--- config.mk ---
export PLATFORM = sky130hd
export DESIGN_NAME = parity_decimator
export DESIGN_NICKNAME = d
export VERILOG_FILES = /design/src/rtl/pdec_pkg.sv /design/src/rtl/pdec_len_clamp.sv /design/src/rtl/pdec_ctrl.sv /design/src/rtl/pdec_datapath.sv /design/src/rtl/parity_decimator.sv
export SDC_FILE = /design/constraint.sdc
export NUM_CORES = 1
export LEC_CHECK = 0
export CELL_PAD_IN_SITES_DETAIL_PLACEMENT = 0
export CELL_PAD_IN_SITES_GLOBAL_PLACEMENT = 1
export CORE_MARGIN = 3
export CORE_UTILIZATION = 41
export DETAILED_ROUTE_END_ITERATION = 7
export PLACE_DENSITY = 0.88
export SLEW_MARGIN = 20
export SYNTH_ARGS = -nofsm -noshare
export SYNTH_HDL_FRONTEND = slang
export SYNTH_SLANG_ARGS = --single-unit
--- constraint.sdc ---
create_clock -name clk -period 5 [get_ports clk]
set_clock_uncertainty 0.2 [all_clocks]
set_input_delay 1.25 -clock clk [delete_from_list [all_inputs] [get_ports clk]]
set_output_delay 1.25 -clock clk [all_outputs]
set_load 0.02 [all_outputs]
--- src/rtl/pdec_pkg.sv ---
package pdec_pkg;

  // Strobes handed from the control to the datapath each cycle.
  typedef struct packed {
    logic accept;    // a raw bit is taken on this edge
    logic blockEnd;  // the accepted bit closes a group
    logic restart;   // configuration changed: start afresh
    logic skipMode;  // running (1) or group (0) parity
  } pdecStrobe_t;

endpackage

--- src/rtl/pdec_len_clamp.sv ---
module pdec_len_clamp #(
  parameter int LEN_W = 3,
  parameter int P_MIN = 2,
  parameter int P_MAX = 6
) (
  input  logic [LEN_W-1:0] reqLen,
  output logic [LEN_W-1:0] effLen
);

  localparam logic [LEN_W-1:0] LO = LEN_W'(P_MIN);
  localparam logic [LEN_W-1:0] HI = LEN_W'(P_MAX);

  always_comb begin
    if (reqLen < LO)      effLen = LO;
    else if (reqLen > HI) effLen = HI;
    else                  effLen = reqLen;
  end

endmodule

--- src/rtl/pdec_ctrl.sv ---
module pdec_ctrl
  import pdec_pkg::*;
#(
  parameter int LEN_W = 3,
  parameter int P_MIN = 2,
  parameter int P_MAX = 6
) (
  input  logic             clk,
  input  logic             rst,
  input  logic             rawValid,
  input  logic             modeSkip,
  input  logic [LEN_W-1:0] blockLen,
  output pdecStrobe_t      strb
);

  localparam logic [LEN_W-1:0] ONE = LEN_W'(1);

  logic [LEN_W-1:0] pLen;
  logic [LEN_W-1:0] prevLen;
  logic             prevMode;
  logic [LEN_W-1:0] curPos;
  logic [LEN_W-1:0] basePos;
  logic             cfgChange;
  logic             lastBit;

  pdec_len_clamp #(
    .LEN_W(LEN_W),
    .P_MIN(P_MIN),
    .P_MAX(P_MAX)
  ) u_clamp (
    .reqLen(blockLen),
    .effLen(pLen)
  );

  assign cfgChange = (pLen != prevLen) || (modeSkip != prevMode);
  assign basePos   = cfgChange ? '0 : curPos;
  assign lastBit   = (basePos == (pLen - ONE));

  always_comb begin
    strb.accept   = rawValid;
    strb.blockEnd = rawValid && lastBit;
    strb.restart  = cfgChange;
    strb.skipMode = modeSkip;
  end

  always_ff @(posedge clk) begin
    if (rst) begin
      curPos   <= '0;
      prevLen  <= LEN_W'(P_MIN);
      prevMode <= 1'b0;
    end else begin
      prevLen  <= pLen;
      prevMode <= modeSkip;
      if (rawValid) curPos <= lastBit ? '0 : basePos + ONE;
      else          curPos <= basePos;
    end
  end

  // outside a restart cycle the position stays inside the group
  a_r6_pos_in_block: assert property (@(posedge clk) disable iff (rst)
    !cfgChange |-> (curPos < pLen));

  // a restart without a bit leaves the position at the group start
  a_r7_restart_pos: assert property (@(posedge clk) disable iff (rst)
    (cfgChange && !rawValid) |=> (curPos == '0));

  // an idle edge does not move the position
  a_r5_idle_hold: assert property (@(posedge clk) disable iff (rst)
    (!rawValid && !cfgChange) |=> $stable(curPos));

endmodule

--- src/rtl/pdec_datapath.sv ---
module pdec_datapath
  import pdec_pkg::*;
(
  input  logic        clk,
  input  logic        rst,
  input  logic        rawBit,
  input  pdecStrobe_t strb,
  output logic        outBit,
  output logic        outValid
);

  logic toggleQ;
  logic baseAcc;
  logic nextParity;

  assign baseAcc    = strb.restart ? 1'b0 : toggleQ;
  assign nextParity = baseAcc ^ rawBit;

  always_ff @(posedge clk) begin
    if (rst) begin
      toggleQ  <= 1'b0;
      outBit   <= 1'b0;
      outValid <= 1'b0;
    end else begin
      outValid <= 1'b0;
      if (strb.accept) begin
        if (strb.blockEnd) begin
          outBit   <= nextParity;
          outValid <= 1'b1;
          toggleQ  <= strb.skipMode ? nextParity : 1'b0;
        end else begin
          toggleQ  <= nextParity;
        end
      end else begin
        toggleQ <= baseAcc;
      end
    end
  end

  // reset empties the outputs and the toggle flip-flop
  a_r1_reset_state: assert property (@(posedge clk)
    rst |=> (!outValid && !outBit && !toggleQ));

  // pulses never run back to back since p is at least two
  a_r4_single_pulse: assert property (@(posedge clk) disable iff (rst)
    outValid |=> !outValid);

  // group mode leaves the flip-flop empty after a group closes
  a_r2_group_cleared: assert property (@(posedge clk) disable iff (rst)
    (strb.blockEnd && !strb.skipMode) |=> !toggleQ);

  // running mode keeps the flip-flop equal to the last output
  a_r3_running_tracks: assert property (@(posedge clk) disable iff (rst)
    (strb.blockEnd && strb.skipMode) |=> (toggleQ == outBit));

  // output holds unless a group has just closed
  a_r8_out_hold: assert property (@(posedge clk) disable iff (rst)
    !strb.blockEnd |=> $stable(outBit));

endmodule

--- src/rtl/parity_decimator.sv ---
module parity_decimator
  import pdec_pkg::*;
#(
  parameter int LEN_W = 3,
  parameter int P_MIN = 2,
  parameter int P_MAX = 6
) (
  input  logic             clk,
  input  logic             rst,
  input  logic             rawBit,
  input  logic             rawValid,
  input  logic             modeSkip,
  input  logic [LEN_W-1:0] blockLen,
  output logic             outBit,
  output logic             outValid
);

  pdecStrobe_t strb;

  pdec_ctrl #(
    .LEN_W(LEN_W),
    .P_MIN(P_MIN),
    .P_MAX(P_MAX)
  ) u_ctrl (
    .clk(clk),
    .rst(rst),
    .rawValid(rawValid),
    .modeSkip(modeSkip),
    .blockLen(blockLen),
    .strb(strb)
  );

  pdec_datapath u_dp (
    .clk(clk),
    .rst(rst),
    .rawBit(rawBit),
    .strb(strb),
    .outBit(outBit),
    .outValid(outValid)
  );

endmodule

==> results.txt, run 1 <==
----------------------------------------------------
[Cells and area]
  Ratio of cells with drive above 1 in the final layout ... 10.3%
  Area overhead of the layout relative to synthesis ... 18.2%
  Util after Layout ... a little over half
  Final nets ... between 90 and 100
  Number of inserted diodes ... 0
  Non-Filler Instances ... between 100 and 150

[Power and ir drop]
  Net switching power figure ... between 50 and 60 uW
  Internal portion of total power ... ~150 uW
  Relative contribution of combinational cells to total power ... 20.9%
  Reported leakage power ... roughly 0.00028 uW
  Switching share of total power ... approximately 28%
  Clock network fraction of design power ... between 30 and 40%
  Cell Pwr Density ... 251 nW/um^2
  Sequential share of power ... between 40 and 50%
  Worst vdd ir ... approximately 0.16 mV

[Routing]
  Average wire length per cell after detail routing ... between 10 and 15 microns
  Number of iterations in the first detailed-routing pass ... 4
  Number of remaining DRC errors ... 0
  Aggregate routed wire length ... ~1.2 mm
  Number of DRC violations after detailed-routing iteration 0 ... 17
  Total via count in the routed design ... 567
  Number of nets with antenna violations after detailed routing ... 0
  Vias per cell ... approximately 5.5

[Placement]
  Routability congestion estimate ... 0.827
  Detailed-placement wirelength estimate ... 947 microns
  # placed instances ... 99
  Number of buffers inserted by port buffering ... 9

[Floorplan]
  Cell row count ... 14
  Die height ... between 40 and 50 microns
  Starting density of the core ... 44.2%
  Die Width ... roughly 47 microns
  Area of the die ... roughly 2200 sq um
  Core Footprint ... 1540 sq um
  Boundary Pins ... 10

[Yosys]
  Most frequent cells after synthesis ... 10 x dfxtp_1, 6 x nand2_1, 6 x nor2b_1
  Average cell area after synthesis ... between 8 and 9 sq um
  Number of warnings printed during yosys synthesis ... 0
  Dominant register cell in the synthesized netlist ... dfxtp_1
  Cells taking the most area after synthesis ... dfxtp_1 29%, nor2b_1 5.5%, xor2_1 5.1%, a2111oi_4 4.0%, xnor2_1 3.9%
  Share of the synthesized area in the top cell type ... 29.4%
  Library cell with the highest instance count after synthesis ... dfxtp_1
  Number of storage elements in the synthesis netlist ... 10
  Cell Area, Synth ... between 600 and 700 sq um
  Seq/Total Area, Yosys ... roughly 30%
  Cell taking the most area after synthesis ... dfxtp_1
  Total nets after synthesis ... 87
  Cell variety after synth ... 33
  Proportion of synthesized flip-flops having asynchronous set or reset ... 0%
  Post-Synthesis Cells ... 77
  Number of synthesized flops with an enable pin ... 0

[Setup path]
  Slowest stage cell on the critical path ... clkdlybuf4s50_1
  CP max stage delay ... ~0.64 ns
  Cell family with most CP delay ... simple AND/OR/NAND/NOR gates
  CP startpoint kind ... primary input
  Buffers and inverters on the worst path ... 1
  Critical Path End Type ... flip-flop
  Required @ worst endpoint ... 4.96 ns
  Setup CP Type ... in2reg
  Maximum fanout along the worst path ... 7
  Critical path cell sequence ... clkdlybuf4s50_1, xor2_1, nand2_1, ha_1, nor2b_1, o21ai_0, a2111o_1, and3_1, nor3b_2, mux2_1
  Arrival @ worst endpoint ... 4.10 ns

[Global route]
  Pin count of the biggest net entering global routing ... 11
  Via count of the first global-routing pass ... between 400 and 500
  Antenna violations before repair ... 0
  Wire length of the first global-routing pass ... slightly above 2 mm
  GRT Util Overall ... 13.3%
  GRT Residual Overflow ... 0

[STA]
  Slew at the pin closest to its max-slew limit ... approximately 0.58 ns
  Peak Freq ... around 240 MHz
  Total of endpoints with negative setup slack in the final report ... 0
  Final-report max-slew violation count ... 0
  RSZ-0062 raised after global routing ... false
  Hold violation count in the final report ... 0
  Setup TNS Final ... 0 ns
  Final worst path period need ... 4.14 ns
  Final Cycle Share ... around 83%
  Normalized max-slew margin ... about three fifths

[CTS]
  CTS root buf ... clkbuf_4
  CTS H-Tree Depth ... 1
  Setup Buffers After CTS ... 0
  Cts repair resizes ... 0
  Clk sink count ... 10
  Clock slew at the register clock pins of the worst setup and hold paths ... roughly 0.07 ns
  Number of buffers created by CTS ... 3
  Clock tree from TritonCTS ... yes
  CTS Hold Bufs ... 0
  Source-to-sink clock delay at the later pin of the worst-skew pair ... about 0.27 ns
  Clock buffer depth ... 2

[Run status]
  Status ... finished, final reports clean

[Worst hold path]
  Worst min path class ... reg2reg

[Job]
  Max_cap viols ... 0

----------------------------------------------------
[worst min-delay path: stages (launching register included)]
cell and delay (ns):
dfxtp_1 0.34, nor2b_1 0.12, mux2_1 0.12
[registers in the layout, summed over array words and instances, names as in the netlist]
register / cells
u_ctrl.curPos: 3
u_ctrl.prevLen: 3
u_ctrl.prevMode: 1
u_dp.outBit: 1
u_dp.outValid: 1
u_dp.toggleQ: 1
[placed cells by master, fill, tap and decap left out, types with 4 or more instances in the layout]
master           instances
dfxtp_1                 10
clkdlybuf4s50_1          9
nor2b_1                  6
nand2_1                  6
inv_1                    4
o21ai_0                  4
xor2_1                   4
nand2b_1                 4
[power by group through the flow]
stage	clock network (uW)	logic [uW]	registers [uW]
after floorplan	0	29.7	87.2
after global placement	0	42.1	86.9
after detailed placement	0	41.9	87.0
after CTS	77.3	42.2	85.1
after global routing	80.4	46.5	85.5
final	74.4	42.1	85.2
[routing by layer]
metal	share of wire (%)	up-vias	wire (microns)	global-route usage, %
met4	2.7	0	33	9.94
met5	0	-	0	0
met1	50	247	625	19.6
met2	41	16	507	15.9
met3	5.9	4	73	3.45
li1	-	300	-	-
[logic make-up (layout without fill, tap and decap cells)]
logic type,Yosys count,after routing,synth area share [%]
XOR/XNOR,7,7,9.01
multiplexers,2,2,3.12
flip-flops,10,10,29.4
AO/OA/AOI/OAI,18,18,22.4
adder cells (fa/ha/maj),2,2,3.68
AND/OR/NAND/NOR,31,31,26.8
buffers and inverters,7,17,5.51
[through the flow]
step	hold slack (ns)	cell area (sq um)	total power (uW)	worst slack, ns
after detailed placement	0.384	768	129	0.622
final	0.408	805	202	0.859
after floorplan	0.373	681	117	1.36
after CTS	0.409	805	205	0.898
after global routing	0.427	805	212	0.695
after global placement	0.359	768	129	0.689
[worst paths after layout]
kind | end | slack (ns) | startpoint | cells after the start
worst min-delay path | u_dp.outBit$_SDFFE_PP0P_ | 0.41 | u_dp.outBit$_SDFFE_PP0P_ | 2
worst max register to register | u_dp.outBit$_SDFFE_PP0P_ | 2.58 | u_ctrl.prevLen[1]$_SDFF_PP1_ | 6
worst min register to register | u_dp.outBit$_SDFFE_PP0P_ | 0.41 | u_dp.outBit$_SDFFE_PP0P_ | 2
worst max-delay path | u_dp.outBit$_SDFFE_PP0P_ | 0.86 | blockLen[2] | 10
[area by class of cell]
cell class,instances,area (sq um)
clock buffers,4,36.3
fillers,139,737
inverters,4,15.0
flip-flops and latches,10,200
repair buffers,9,90.1
multi-input cells,60,443
well taps,16,20.0
Power figures use the tool's default switching activity.
==> run 2: changes to the inputs <==
--- a/config.mk
+++ b/config.mk
@@ -8,9 +8,9 @@
 export CELL_PAD_IN_SITES_DETAIL_PLACEMENT = 0
 export CELL_PAD_IN_SITES_GLOBAL_PLACEMENT = 1
 export CORE_MARGIN = 3
-export CORE_UTILIZATION = 41
+export CORE_UTILIZATION = 35
 export DETAILED_ROUTE_END_ITERATION = 7
-export PLACE_DENSITY = 0.88
+export PLACE_DENSITY = 0.8
 export SLEW_MARGIN = 20
 export SYNTH_ARGS = -nofsm -noshare
 export SYNTH_HDL_FRONTEND = slang
==> constraint.sdc (replaced) <==
create_clock -name clk -period 3.7 [get_ports clk]
set_clock_uncertainty 0.2 [all_clocks]
set_input_delay 0.925 -clock clk [delete_from_list [all_inputs] [get_ports clk]]
set_output_delay 0.925 -clock clk [all_outputs]
set_load 0.02 [all_outputs]
==> run 2 against run 1 <==
Compared with the run above:
- routed wire length increased by 13%
- total power increased by 39%
- worst hold slack got worse by 0.0082 ns
- clock power increased by 32%
- sequential share of layout area decreased by 2.0 points
- critical path type unchanged
- final area increased by 8.6%
==> results.txt, run 2 (same netlist as run 1, synthesis figures left out) <==
----------------------------------------------------
[Run status]
  Status ... finished, final reports clean

[Setup path]
  Capture instance of the worst register-to-register path ... u_dp.outBit$_SDFFE_PP0P_
  CP Capture Point ... u_dp.outBit$_SDFFE_PP0P_
  Launch point of the critical path ... blockLen[1]
  Critical path cell sequence ... clkdlybuf4s50_1, xor2_1, nand2_1, ha_4, nor2b_1, o21ai_0, a2111o_1, and3_1, nor3b_2, mux2_1
  Crit path depth ... 10
  Maximum fanout along the worst path ... 5
  Cell family with most CP delay ... simple AND/OR/NAND/NOR gates
  Slowest stage cell on the critical path ... clkdlybuf4s50_1
  Buffers and inverters on the worst path ... 1
  Arrival @ worst endpoint ... ~3.5 ns
  Setup CP Type ... in2reg
  Critical Path End Type ... flip-flop
  CP startpoint kind ... primary input
  Critical register-to-register path startpoint ... u_ctrl.prevLen[1]$_SDFF_PP1_
  CP max stage delay ... 0.50 ns
  Reg-to-reg slack, setup ... roughly 1.4 ns
  Worst r2r path cells ... 6
  Required @ worst endpoint ... 3.66 ns

[STA]
  Final-report max-slew violation count ... 0
  Peak Freq ... roughly 290 MHz
  RSZ-0062 raised after global routing ... false
  Hold violation count in the final report ... 0
  Final worst path period need ... around 3.5 ns
  Final Cycle Share ... a little over nine tenths
  Slew at the pin closest to its max-slew limit ... ~0.56 ns
  Total of endpoints with negative setup slack in the final report ... 0
  Normalized max-slew margin ... between 60% and 70%

[Placement]
  Number of buffers inserted by port buffering ... 9
  # placed instances ... ~110
  Routability congestion estimate ... 0.811
  Area post-placement ... 825 sq um
  Detailed-placement wirelength estimate ... 1.06 mm

[Worst hold path]
  Cell count of the worst hold path ... 2
  Worst min path class ... reg2reg

[CTS]
  Source-to-sink clock delay at the later pin of the worst-skew pair ... 0.27 ns
  Clk sink count ... 10
  CTS H-Tree Depth ... 1
  Clock tree from TritonCTS ... yes
  Clock buffer depth ... 2
  Clock slew at the register clock pins of the worst setup and hold paths ... 0.07 ns
  Setup Buffers After CTS ... 0
  Number of buffers created by CTS ... 3
  CTS root buf ... clkbuf_4

[Floorplan]
  Area of the die ... 2510 sq um
  Cell row count ... 15
  Core Footprint ... ~1800 sq um
  Boundary Pins ... 10
  Starting density of the core ... a little under two fifths
  Die Width ... between 50 and 60 microns
  Die height ... 50.1 microns

[Routing]
  Number of DRC violations after detailed-routing iteration 0 ... 15
  Vias per cell ... between 5 and 6
  Number of remaining DRC errors ... 0
  Number of nets with antenna violations after detailed routing ... 0
  Average wire length per cell after detail routing ... ~12 microns
  Total via count in the routed design ... roughly 620
  Aggregate routed wire length ... 1.40 mm
  Number of iterations in the first detailed-routing pass ... 5

[Power and ir drop]
  Clock network fraction of design power ... 35.1%
  Reported leakage power ... ~0.00031 uW
  Worst vdd ir ... ~0.19 mV
  Switching share of total power ... around 27%
  Cell Pwr Density ... around 320 nW/um^2
  Relative contribution of combinational cells to total power ... 23.8%
  Internal portion of total power ... 204 uW
  Net switching power figure ... 75.8 uW
  Sequential share of power ... roughly two fifths

[Cells and area]
  Number of inserted diodes ... 0
  Leading cell type in the layout, fill and taps excluded ... dfxtp_1
  Sequential cell area in the final layout ... 200 sq um
  Design Area, Final ... a little under 900 sq um
  Total area of multi-input combinational cells ... about 460 sq um
  Ratio of cells with drive above 1 in the final layout ... between 15 and 20%
  Fillcell total ... between 150 and 200
  Final nets ... 104
  Largest registers ... u_ctrl.curPos: 3 flops, u_ctrl.prevLen: 3 flops
  Non-Filler Instances ... 118
  Area overhead of the layout relative to synthesis ... 28.3%
  Commonest non-fill, non-tap cells in the layout ... 10 x dfxtp_1, 9 x clkdlybuf4s50_1, 6 x nor2b_1, 6 x nand2_1, 6 x buf_4

[Job]
  Max_cap viols ... 0

[Global route]
  GRT Util Overall ... between 10% and 20%
  GRT Residual Overflow ... 0
  Pin count of the biggest net entering global routing ... 11
  Wire length of the first global-routing pass ... 2.37 mm
  Via count of the first global-routing pass ... slightly below 600
  Antenna violations before repair ... 0

----------------------------------------------------
[run 2: worst min path at each step]
stage          slack, ns                     endpoint                         from
2_1_floorplan       0.37  u_ctrl.curPos[0]$_SDFF_PP0_  u_ctrl.curPos[0]$_SDFF_PP0_
3_3_place_gp        0.36     u_dp.outBit$_SDFFE_PP0P_     u_dp.outBit$_SDFFE_PP0P_
3_5_place_dp        0.39     u_dp.outBit$_SDFFE_PP0P_     u_dp.outBit$_SDFFE_PP0P_
4_1_cts             0.41     u_dp.outBit$_SDFFE_PP0P_     u_dp.outBit$_SDFFE_PP0P_
5_1_grt             0.46     u_dp.outBit$_SDFFE_PP0P_     u_dp.outBit$_SDFFE_PP0P_
6_report            0.40     u_dp.outBit$_SDFFE_PP0P_     u_dp.outBit$_SDFFE_PP0P_
[run 2: area by class of cell]
cell class                 instances  share of cell area, %
timing repair buffer              15                   15.5
clock buffer                       4                   4.15
inverter                           4                   1.72
sequential                        10                   22.9
tap                               25                   3.58
multi-input combinational         60                   52.1
[run 2: layer usage]
layer  part of all wire (%)  global-route usage (%)
met1                     42                    14.6
met2                     50                    19.8
met3                    7.4                    4.83
met4                    1.2                    4.15
met5                      0                       0
[run 2: worst min-delay path, delay by kind of cell (launching register included)]
kind	cells	cell delay, ns
AND/OR/NAND/NOR	1	0.12
multiplexers	1	0.13
flip-flops	1	0.33
[run 2: power groups by stage]
stage          logic, uW  registers (uW)  clock network, uW
2_1_floorplan       40.1             118                  0
3_3_place_gp        63.0             118                  0
3_5_place_dp        63.7             117                  0
4_1_cts             64.2             115                104
5_1_grt             73.4             115                110
6_report            66.7             115               98.4
[run 2: repair_timing]
item,4_1_cts,5_1_grt
hold buffers,0,0
endpoints found under the setup margin,0,1
gates resized for setup,0,1
[run 2: metrics by stage]
step | setup slack (ns) | hold slack [ns] | utilization (%) | power, uW | setup TNS (ns)
after global routing | 0.0465 | 0.459 | 49.0 | 298 | 0
final | 0.210 | 0.399 | 49.0 | 280 | 0
after detailed placement | -0.147 | 0.388 | 46.2 | 181 | -0.147
after CTS | 0.139 | 0.411 | 48.3 | 283 | 0
after floorplan | 0.381 | 0.373 | - | 158 | 0
after global placement | -0.0647 | 0.363 | 46.2 | 181 | -0.0647
